**src/rtl/rss_pkg.sv**
```systemverilog
package rss_pkg;

  localparam int FRAME_BYTES = 20;
  localparam int TX_BYTES    = 18;

  typedef enum logic [3:0] {
    STP_IDLE, STP_CHAN, STP_CAL, STP_SRX, STP_POLL,
    STP_RD0, STP_RD1, STP_RD2, STP_RD3,
    STP_FRX, STP_FTX, STP_TXB, STP_STX
  } step_e;

  typedef enum logic [1:0] {PH_IDLE, PH_ISSUE, PH_WAIT, PH_SETTLE} phase_e;

  // Command header byte of each step
  function automatic logic [7:0] seg_hdr(input step_e s);
    case (s)
      STP_IDLE: return 8'h36;
      STP_CHAN: return 8'h0A;
      STP_CAL:  return 8'h23;
      STP_SRX:  return 8'h34;
      STP_POLL: return 8'hFB;
      STP_RD0, STP_RD1, STP_RD2, STP_RD3: return 8'hFF;
      STP_FRX:  return 8'h3A;
      STP_FTX:  return 8'h3B;
      STP_TXB:  return 8'h7F;
      default:  return 8'h35;
    endcase
  endfunction

  // Bytes that follow the header inside the same chip-select frame
  function automatic logic [4:0] seg_len(input step_e s);
    case (s)
      STP_CHAN, STP_CAL, STP_POLL, STP_RD0: return 5'd1;
      STP_RD1, STP_RD3: return 5'd2;
      STP_RD2: return 5'd15;
      STP_TXB: return 5'(TX_BYTES);
      default: return 5'd0;
    endcase
  endfunction

  // Frame index of the first data byte of a burst read
  function automatic logic [4:0] rd_base(input step_e s);
    case (s)
      STP_RD1: return 5'd1;
      STP_RD2: return 5'd3;
      STP_RD3: return 5'd18;
      default: return 5'd0;
    endcase
  endfunction

  function automatic logic is_rd(input step_e s);
    return (s == STP_RD0) || (s == STP_RD1) || (s == STP_RD2) || (s == STP_RD3);
  endfunction

  function automatic step_e next_step(input step_e s);
    case (s)
      STP_IDLE: return STP_CHAN;
      STP_CHAN: return STP_CAL;
      STP_SRX:  return STP_POLL;
      STP_RD0:  return STP_RD1;
      STP_RD1:  return STP_RD2;
      STP_RD2:  return STP_RD3;
      STP_FRX:  return STP_FTX;
      STP_FTX:  return STP_TXB;
      STP_TXB:  return STP_STX;
      default:  return STP_IDLE;
    endcase
  endfunction

  // Polled count: low seven bits, overflow flag ignored
  function automatic logic count_ok(input logic [7:0] b);
    return b[6:0] >= 7'(FRAME_BYTES);
  endfunction

endpackage

```
**src/rtl/rss_delay.sv**
```systemverilog
module rss_delay #(
  parameter int W = 8
) (
  input  logic         clk,
  input  logic         rst_n,
  input  logic         load,
  input  logic [W-1:0] load_val,
  output logic         expired
);
  logic [W-1:0] cnt;

  always_ff @(posedge clk) begin
    if (!rst_n)          cnt <= '0;
    else if (load)       cnt <= load_val;
    else if (cnt != '0)  cnt <= cnt - 1'b1;
  end

  assign expired = (cnt == '0);
endmodule

```
**src/rtl/rss_spi_link.sv**
```systemverilog
module rss_spi_link (
  input  logic       clk,
  input  logic       rst_n,
  input  logic       go,
  input  logic [7:0] go_byte,
  input  logic       go_last,
  input  logic       spi_ack,
  input  logic [7:0] spi_rx,
  output logic       spi_req,
  output logic [7:0] spi_tx,
  output logic       spi_cs_n,
  output logic       byte_done,
  output logic [7:0] rx_q
);
  logic last_q;

  always_ff @(posedge clk) begin
    if (!rst_n) begin
      spi_req   <= 1'b0;
      spi_tx    <= 8'h00;
      spi_cs_n  <= 1'b1;
      byte_done <= 1'b0;
      rx_q      <= 8'h00;
      last_q    <= 1'b0;
    end else begin
      byte_done <= 1'b0;
      if (go) begin
        spi_req  <= 1'b1;
        spi_tx   <= go_byte;
        spi_cs_n <= 1'b0;
        last_q   <= go_last;
      end else if (spi_req && spi_ack) begin
        spi_req   <= 1'b0;
        byte_done <= 1'b1;
        rx_q      <= spi_rx;
        if (last_q) spi_cs_n <= 1'b1;
      end
    end
  end
endmodule

```
**src/rtl/radio_slot_seq.sv**
```systemverilog
module radio_slot_seq
  import rss_pkg::*;
#(
  parameter int SETTLE_RX_CLKS  = 69500,
  parameter int SETTLE_TX_CLKS  = 68500,
  parameter int POLL_LIMIT_CLKS = 250000
) (
  input  logic       clk,
  input  logic       rst_n,
  input  logic       slot_start,
  input  logic       slot_tx,
  input  logic [7:0] slot_chan,
  output logic [4:0] tx_idx,
  input  logic [7:0] tx_byte,
  output logic       rx_valid,
  output logic [4:0] rx_idx,
  output logic [7:0] rx_data,
  output logic       done,
  output logic       rx_timeout,
  output logic       busy,
  output logic       spi_cs_n,
  output logic       spi_req,
  output logic [7:0] spi_tx,
  input  logic       spi_ack,
  input  logic [7:0] spi_rx
);
  localparam int SETTLE_MAX = (SETTLE_RX_CLKS > SETTLE_TX_CLKS) ? SETTLE_RX_CLKS : SETTLE_TX_CLKS;
  localparam int MAXV = (SETTLE_MAX > POLL_LIMIT_CLKS) ? SETTLE_MAX : POLL_LIMIT_CLKS;
  localparam int TW   = $clog2(MAXV + 1);

  phase_e     phase;
  step_e      step;
  logic [4:0] bcnt;
  logic [7:0] chan_q;
  logic       tx_q;

  // Named internal events
  logic       link_done, settle_exp, poll_exp, seg_last, seg_end, count_full;
  logic       go;
  logic [7:0] out_byte, link_rx;
  logic       settle_load, poll_load;
  logic [TW-1:0] settle_val;

  assign seg_last   = (bcnt == seg_len(step));
  assign seg_end    = (phase == PH_WAIT) && link_done && seg_last;
  assign count_full = count_ok(link_rx);
  assign go         = (phase == PH_ISSUE);

  always_comb begin
    if (bcnt == 5'd0) out_byte = seg_hdr(step);
    else begin
      case (step)
        STP_CHAN: out_byte = chan_q;
        STP_CAL:  out_byte = 8'h89;
        STP_TXB:  out_byte = tx_byte;
        default:  out_byte = 8'h00;
      endcase
    end
  end

  assign tx_idx      = (bcnt == 5'd0) ? 5'd0 : bcnt - 5'd1;
  assign settle_load = seg_end && (step == STP_CAL);
  assign settle_val  = tx_q ? TW'(SETTLE_TX_CLKS) : TW'(SETTLE_RX_CLKS);
  assign poll_load   = seg_end && (step == STP_SRX);
  assign busy        = (phase != PH_IDLE);
  assign rx_data     = link_rx;

  rss_spi_link u_link (
    .clk(clk), .rst_n(rst_n), .go(go), .go_byte(out_byte), .go_last(seg_last),
    .spi_ack(spi_ack), .spi_rx(spi_rx), .spi_req(spi_req), .spi_tx(spi_tx),
    .spi_cs_n(spi_cs_n), .byte_done(link_done), .rx_q(link_rx)
  );

  rss_delay #(.W(TW)) u_settle (
    .clk(clk), .rst_n(rst_n), .load(settle_load), .load_val(settle_val), .expired(settle_exp)
  );

  rss_delay #(.W(TW)) u_poll (
    .clk(clk), .rst_n(rst_n), .load(poll_load), .load_val(TW'(POLL_LIMIT_CLKS)), .expired(poll_exp)
  );

  always_ff @(posedge clk) begin
    if (!rst_n) begin
      phase      <= PH_IDLE;
      step       <= STP_IDLE;
      bcnt       <= 5'd0;
      chan_q     <= 8'h00;
      tx_q       <= 1'b0;
      done       <= 1'b0;
      rx_timeout <= 1'b0;
      rx_valid   <= 1'b0;
      rx_idx     <= 5'd0;
    end else begin
      done       <= 1'b0;
      rx_timeout <= 1'b0;
      rx_valid   <= 1'b0;
      case (phase)
        PH_IDLE: if (slot_start) begin
          chan_q <= slot_chan;
          tx_q   <= slot_tx;
          step   <= STP_IDLE;
          bcnt   <= 5'd0;
          phase  <= PH_ISSUE;
        end
        PH_ISSUE: phase <= PH_WAIT;
        PH_WAIT: if (link_done) begin
          if (is_rd(step) && bcnt != 5'd0) begin
            rx_valid <= 1'b1;
            rx_idx   <= rd_base(step) + bcnt - 5'd1;
          end
          if (!seg_last) begin
            bcnt  <= bcnt + 5'd1;
            phase <= PH_ISSUE;
          end else begin
            bcnt <= 5'd0;
            case (step)
              STP_CAL: begin
                step  <= tx_q ? STP_FRX : STP_SRX;
                phase <= PH_SETTLE;
              end
              STP_POLL: begin
                if (count_full) begin
                  step  <= STP_RD0;
                  phase <= PH_ISSUE;
                end else if (poll_exp) begin
                  rx_timeout <= 1'b1;
                  phase      <= PH_IDLE;
                end else begin
                  phase <= PH_ISSUE;
                end
              end
              STP_RD3, STP_STX: begin
                done  <= 1'b1;
                phase <= PH_IDLE;
              end
              default: begin
                step  <= next_step(step);
                phase <= PH_ISSUE;
              end
            endcase
          end
        end
        PH_SETTLE: if (settle_exp) phase <= PH_ISSUE;
        default: phase <= PH_IDLE;
      endcase
    end
  end
endmodule

```
**config.mk**
```make
export PLATFORM = sky130hd
export DESIGN_NAME = radio_slot_seq
export DESIGN_NICKNAME = d
export VERILOG_FILES = /design/src/rtl/rss_pkg.sv /design/src/rtl/rss_delay.sv /design/src/rtl/rss_spi_link.sv /design/src/rtl/radio_slot_seq.sv
export SDC_FILE = /design/constraint.sdc
export NUM_CORES = 1
export LEC_CHECK = 0
export BUFFER_PORTS_ARGS = -buffer_cell sky130_fd_sc_hd__buf_2
export CELL_PAD_IN_SITES_DETAIL_PLACEMENT = 1
export CELL_PAD_IN_SITES_GLOBAL_PLACEMENT = 2
export CORE_MARGIN = 2
export CORE_UTILIZATION = 38
export DETAILED_ROUTE_END_ITERATION = 6
export PLACE_DENSITY = 0.89
export SLEW_MARGIN = 10
export SYNTH_ARGS = -nofsm -noshare
export SYNTH_HDL_FRONTEND = slang
export SYNTH_SLANG_ARGS = --single-unit
```
**constraint.sdc**
```tcl
create_clock -name clk -period 8 [get_ports clk]
set_clock_uncertainty 0.2 [all_clocks]
set_input_delay 0.8 -clock clk [delete_from_list [all_inputs] [get_ports clk]]
set_output_delay 0.8 -clock clk [all_outputs]
set_load 0.005 [all_outputs]
```
* Word-level counts from Yosys, hierarchy flattened *
Memory sizes are Yosys's and may differ from the RTL's. A register that Yosys moved wholly into a read port is not among the register bits.
Index checks and enable logic that the tools add are counted.

storage, ports and cells
  output and inout port bits = 32
  bits of input ports = 29
  memories = 3
  word-level logic and storage cells = 136
  bits in registers = 84
  memory bits (read-only) = 272

cells by class
  equal/unequal tests = 20
  bitwise operators = 6
  muxes and demuxes = 47
  add/subtract/negate cells = 6
  magnitude comparators = 1
  reductions and logical operators = 35

memories
  name             words  bits a word  rd ports  clocked after memory_dff  wr ports  line           source
  (no name shown)  16     8            1         1                         0         rss_pkg.sv:16  case (s)
  (no name shown)  16     5            1         1                         0         rss_pkg.sv:32  case (s)
  (no name shown)  16     4            1         1                         0         rss_pkg.sv:56  case (s)

operator list
  kind                     count
  $mux W18                 4
  $mux W4                  11
  $mux W5                  8
  $logic_not A18 Y1        2
  $reduce_bool A18 Y1      2
  $sub A18 B1 Y18 const B  2
  $pmux W8 S3              1
  $eq A4 B3 Y1 const B     4
  $pmux W5 S3              1
  $eq A4 B4 Y1 const B     3
  $pmux W4 S3              1
  $reduce_and A3 Y1        4
  $reduce_bool A2 Y1       6
  $mux W1                  11
  $mux W11                 1
  $pmux W5 S2              1
  $sub A5 B1 Y5 const B    2
  $eq A4 B2 Y1 const B     2
  $mux W2                  4
  $mux W8                  1
  $ne A2 B2 Y1 const B     4
  $pmux W2 S4              1
  $pmux W4 S2              1
  $ge A7 B5 Y1 const B     1
  20 further kinds         37

* Depth between registers and ports, before layout *
  depth in word-level cells = 11
  gate-level depth with buffers = 13
  mapped depth without buffers = 12

* Cells and area by module *
From an unflattened synthesis, not the netlist that was laid out.

second synthesis, totals
  cell total of the unflattened synthesis = 614
  area, all modules = 5332.6 um^2

by module, submodules not included
  module                 area an instance (um^2)  seq. area each (um^2)  cells an instance  times used
  radio_slot_seq         2560.0                   880.8                  305                1
  rss_delay at u_settle  1041.0                   360.3                  114                1
  rss_delay at u_poll    970.9                    360.3                  122                1
  rss_spi_link           760.7                    400.4                  73                 1

* Worst setup path after synthesis *
No wires, ideal clock.

  path kind = reg-to-reg
  start = reg bcnt[2]
  end = reg (tool-made name)
  path slack = 4.838 ns
  period minus slack after synthesis = 3.162 ns
  data required time = 7.717 ns
  stages on the path, launching flop included = 11
  library setup time = 0.083 ns
  path buffers = 2
  data arrival time = 2.880 ns
  cells stage by stage = dfxtp_1 > buf_2 > or3_4 > a2111oi_4 > buf_6 > nand2b_1 > a21boi_0 > o21ai_0 > ha_1 > nand2b_1 > o221ai_1

RTL lines
  what                    line                   source
  start, declared         radio_slot_seq.sv:33   logic [4:0] bcnt;
  start signal, assigned  radio_slot_seq.sv:112  bcnt <= bcnt + 5'd1;

==> out/results.tsv <==
metric	value	unit
outcome	finished clean	
numPortBuffers	60	
syn_area	5060	um2
final_common_cell	dfxtp_1	
track_usage	20.4	%
synthCells	593	
synth_edf_count	0	
worstMarginPinSlew	915	ps
p_leak	0.00234	uW
path_max_fanout	11	
drv_cap	0	
antenna_found_initial	0	
wl	13900	um
critPathRequiredTime	8070	ps
wl_met1	6390	um
synth_top_area_share	39.6	%
synthArstFlopShare	0	%
end_kind	flop	
ctsResizeCount	0	
yosys_warnings	0	
grt_pass1_wl	23200	um
area_growth_syn_to_layout	13.8	%
cts_buffers	9	
wire_per_inst	17.0	um
final_antenna_net_count	0	
start_util	38.5	%
slew_violations	0	
io_pins	61	
drcViolationCount	0	
slew_headroom	39.0	%
clk_path_buf_depth	2	
grt_start_max_net_pins	36	
power.density	292	nW/um2
cts_tree	yes	
maxUsedRoutingLayer	met4	
regArea	2000	um2
antennaDiodeCount	0	
rsz0062_at_grt	no	
synthTopCellsByArea	dfxtp_1 40%, ha_1 5.9%, nand2_1 5.3%	
drive_above_1_share	15.4	%
dpl_cell_area	5470	um2
nets	691	
clk_latency	350	ps
ir_worst_vdd	0.000176	V
ys_types	72	
dp_hpwl	10300	um
final_cells	817	
hold_class	flop to flop	
worstSetupPathType	flop to flop	
clock-sinks	100	
dr_total_vias	4452	
fin_crit_sh	47.3	%
fillers	1611	
clk_pin_slew	70	ps
cp.arrival	3860	ps
seq_area_frac_synth	39.6	%
grt_overflow	0	
die-area	14200	um2
die_w	119	um
fmax	264	MHz
multiInputGateArea	2830	um2
finalSetupViolCount	0	
dieHeight	119	um
vias_per_cell	5.45	
dr_wl_met3	316	um
ys_seq_elements	100	
synth-main-ff-cell	dfxtp_1	
htreeDepth	3	
post_cts_buffers	0	
ctsRootBufferMaster	clkbuf_16	
routabilityCongestion	0.852	
final_area	5750	um2
cts_hold_buf	0	
postSynthAreaPerCell	8.53	um2
grt_pass1_vias	4683	
cp-start-kind	flop	
fin_tns_setup	0	ps
hold_viol	0	
row_count	42	
wl_met2	6960	um
holdWs	258	ps
rrSetupSlack	4210	ps
syn-num-nets	647	
first_pass_iters	4	
synth_area_leader_cell	dfxtp_1	
dp_cells	802	
finalCriticalPeriod	3790	ps
core	13100	um2
final_core_util	43.8	%
layout_common_cells	100 x dfxtp_1, 71 x nand2_1, 63 x nor2_1	
drt_iter0_markers	201	
stage by stage:
stage               power, uW  worst slack [ps]
floorplan                1130              4840
global placement         1230              4450
detailed placement       1260              4270
CTS                      1700              4240
global route             1810              3810
finish                   1680              4210
cells in the mapped netlist, types with 2 or more instances:
cell type	count
nor2b_1	5
a311oi_1	2
a22oi_1	8
xnor2_1	19
xor2_1	16
a221oi_1	3
buf_2	4
and2_1	3
nor2_1	63
o21ai_0	17
and3_1	4
nor3b_1	3
or2_2	2
a21boi_0	3
o211ai_1	8
dfxtp_1	100
ha_1	24
o211a_1	5
nand3_1	12
nand2_1	71
nand4_1	5
a211oi_1	9
buf_1	4
clkbuf_1	19
nor3_1	14
a31oi_1	9
mux2i_1	8
inv_1	26
o31a_1	2
nand2b_1	9
nand4b_1	2
nor4_1	7
o221ai_1	2
or3_1	5
o21a_1	5
or4_1	7
a21oi_1	50
o31ai_1	4
worst max-delay path: stages (launching register included):
cell and delay (ps):
dfxtp_1 430, or3_4 450, a2111oi_4 710, nand2b_1 300, a21boi_0 180, o21ai_0 630
ha_1 420, nand2b_1 190, o221ai_1 180
area by class of cell:
cell class | instances | area share, %
Multi-Input combinational cell | 437 | 49.1
Timing Repair Buffer | 62 | 5.48
Sequential cell | 100 | 34.8
Clock buffer | 12 | 4.63
Clock inverter | 3 | 0.370
Tap cell | 176 | 3.83
Inverter | 27 | 1.76
metal layers:
metal	global-route usage, %	vias up
met5	0	-
met4	6.32	0
met3	3.93	12
met2	36.0	37
met1	25.0	2230
li1	-	2173
final timing paths:
check	from	endpoint	cells after the start
setup / recovery	bcnt[2]	flop	8
hold / removal	u_link.rx_q[1]	u_link.rx_q[1]	2
setup reg to reg	bcnt[2]	flop	8
hold reg to reg	u_link.rx_q[1]	u_link.rx_q[1]	2
report_power, final:
part	total [uW]	internal (uW)	switching, uW
Combinational	583	251	332
Sequential	673	590	83.8
Clock	424	235	190
Total	1680	1080	605
logic make-up (layout without fill, tap and decap cells):
group	count (synthesis)	after routing	share of synthesized area, %
buffers and inverters	56	104	4.48
AOI/OAI and AO/OA	144	144	20.0
DFF	100	100	39.6
adders and majority gates	25	25	6.34
muxes	9	9	1.81
and+or+nand+nor	224	224	21.8
xor gates and xnor gates	35	35	6.06
No activity file was read; power rests on OpenSTA's default activity.
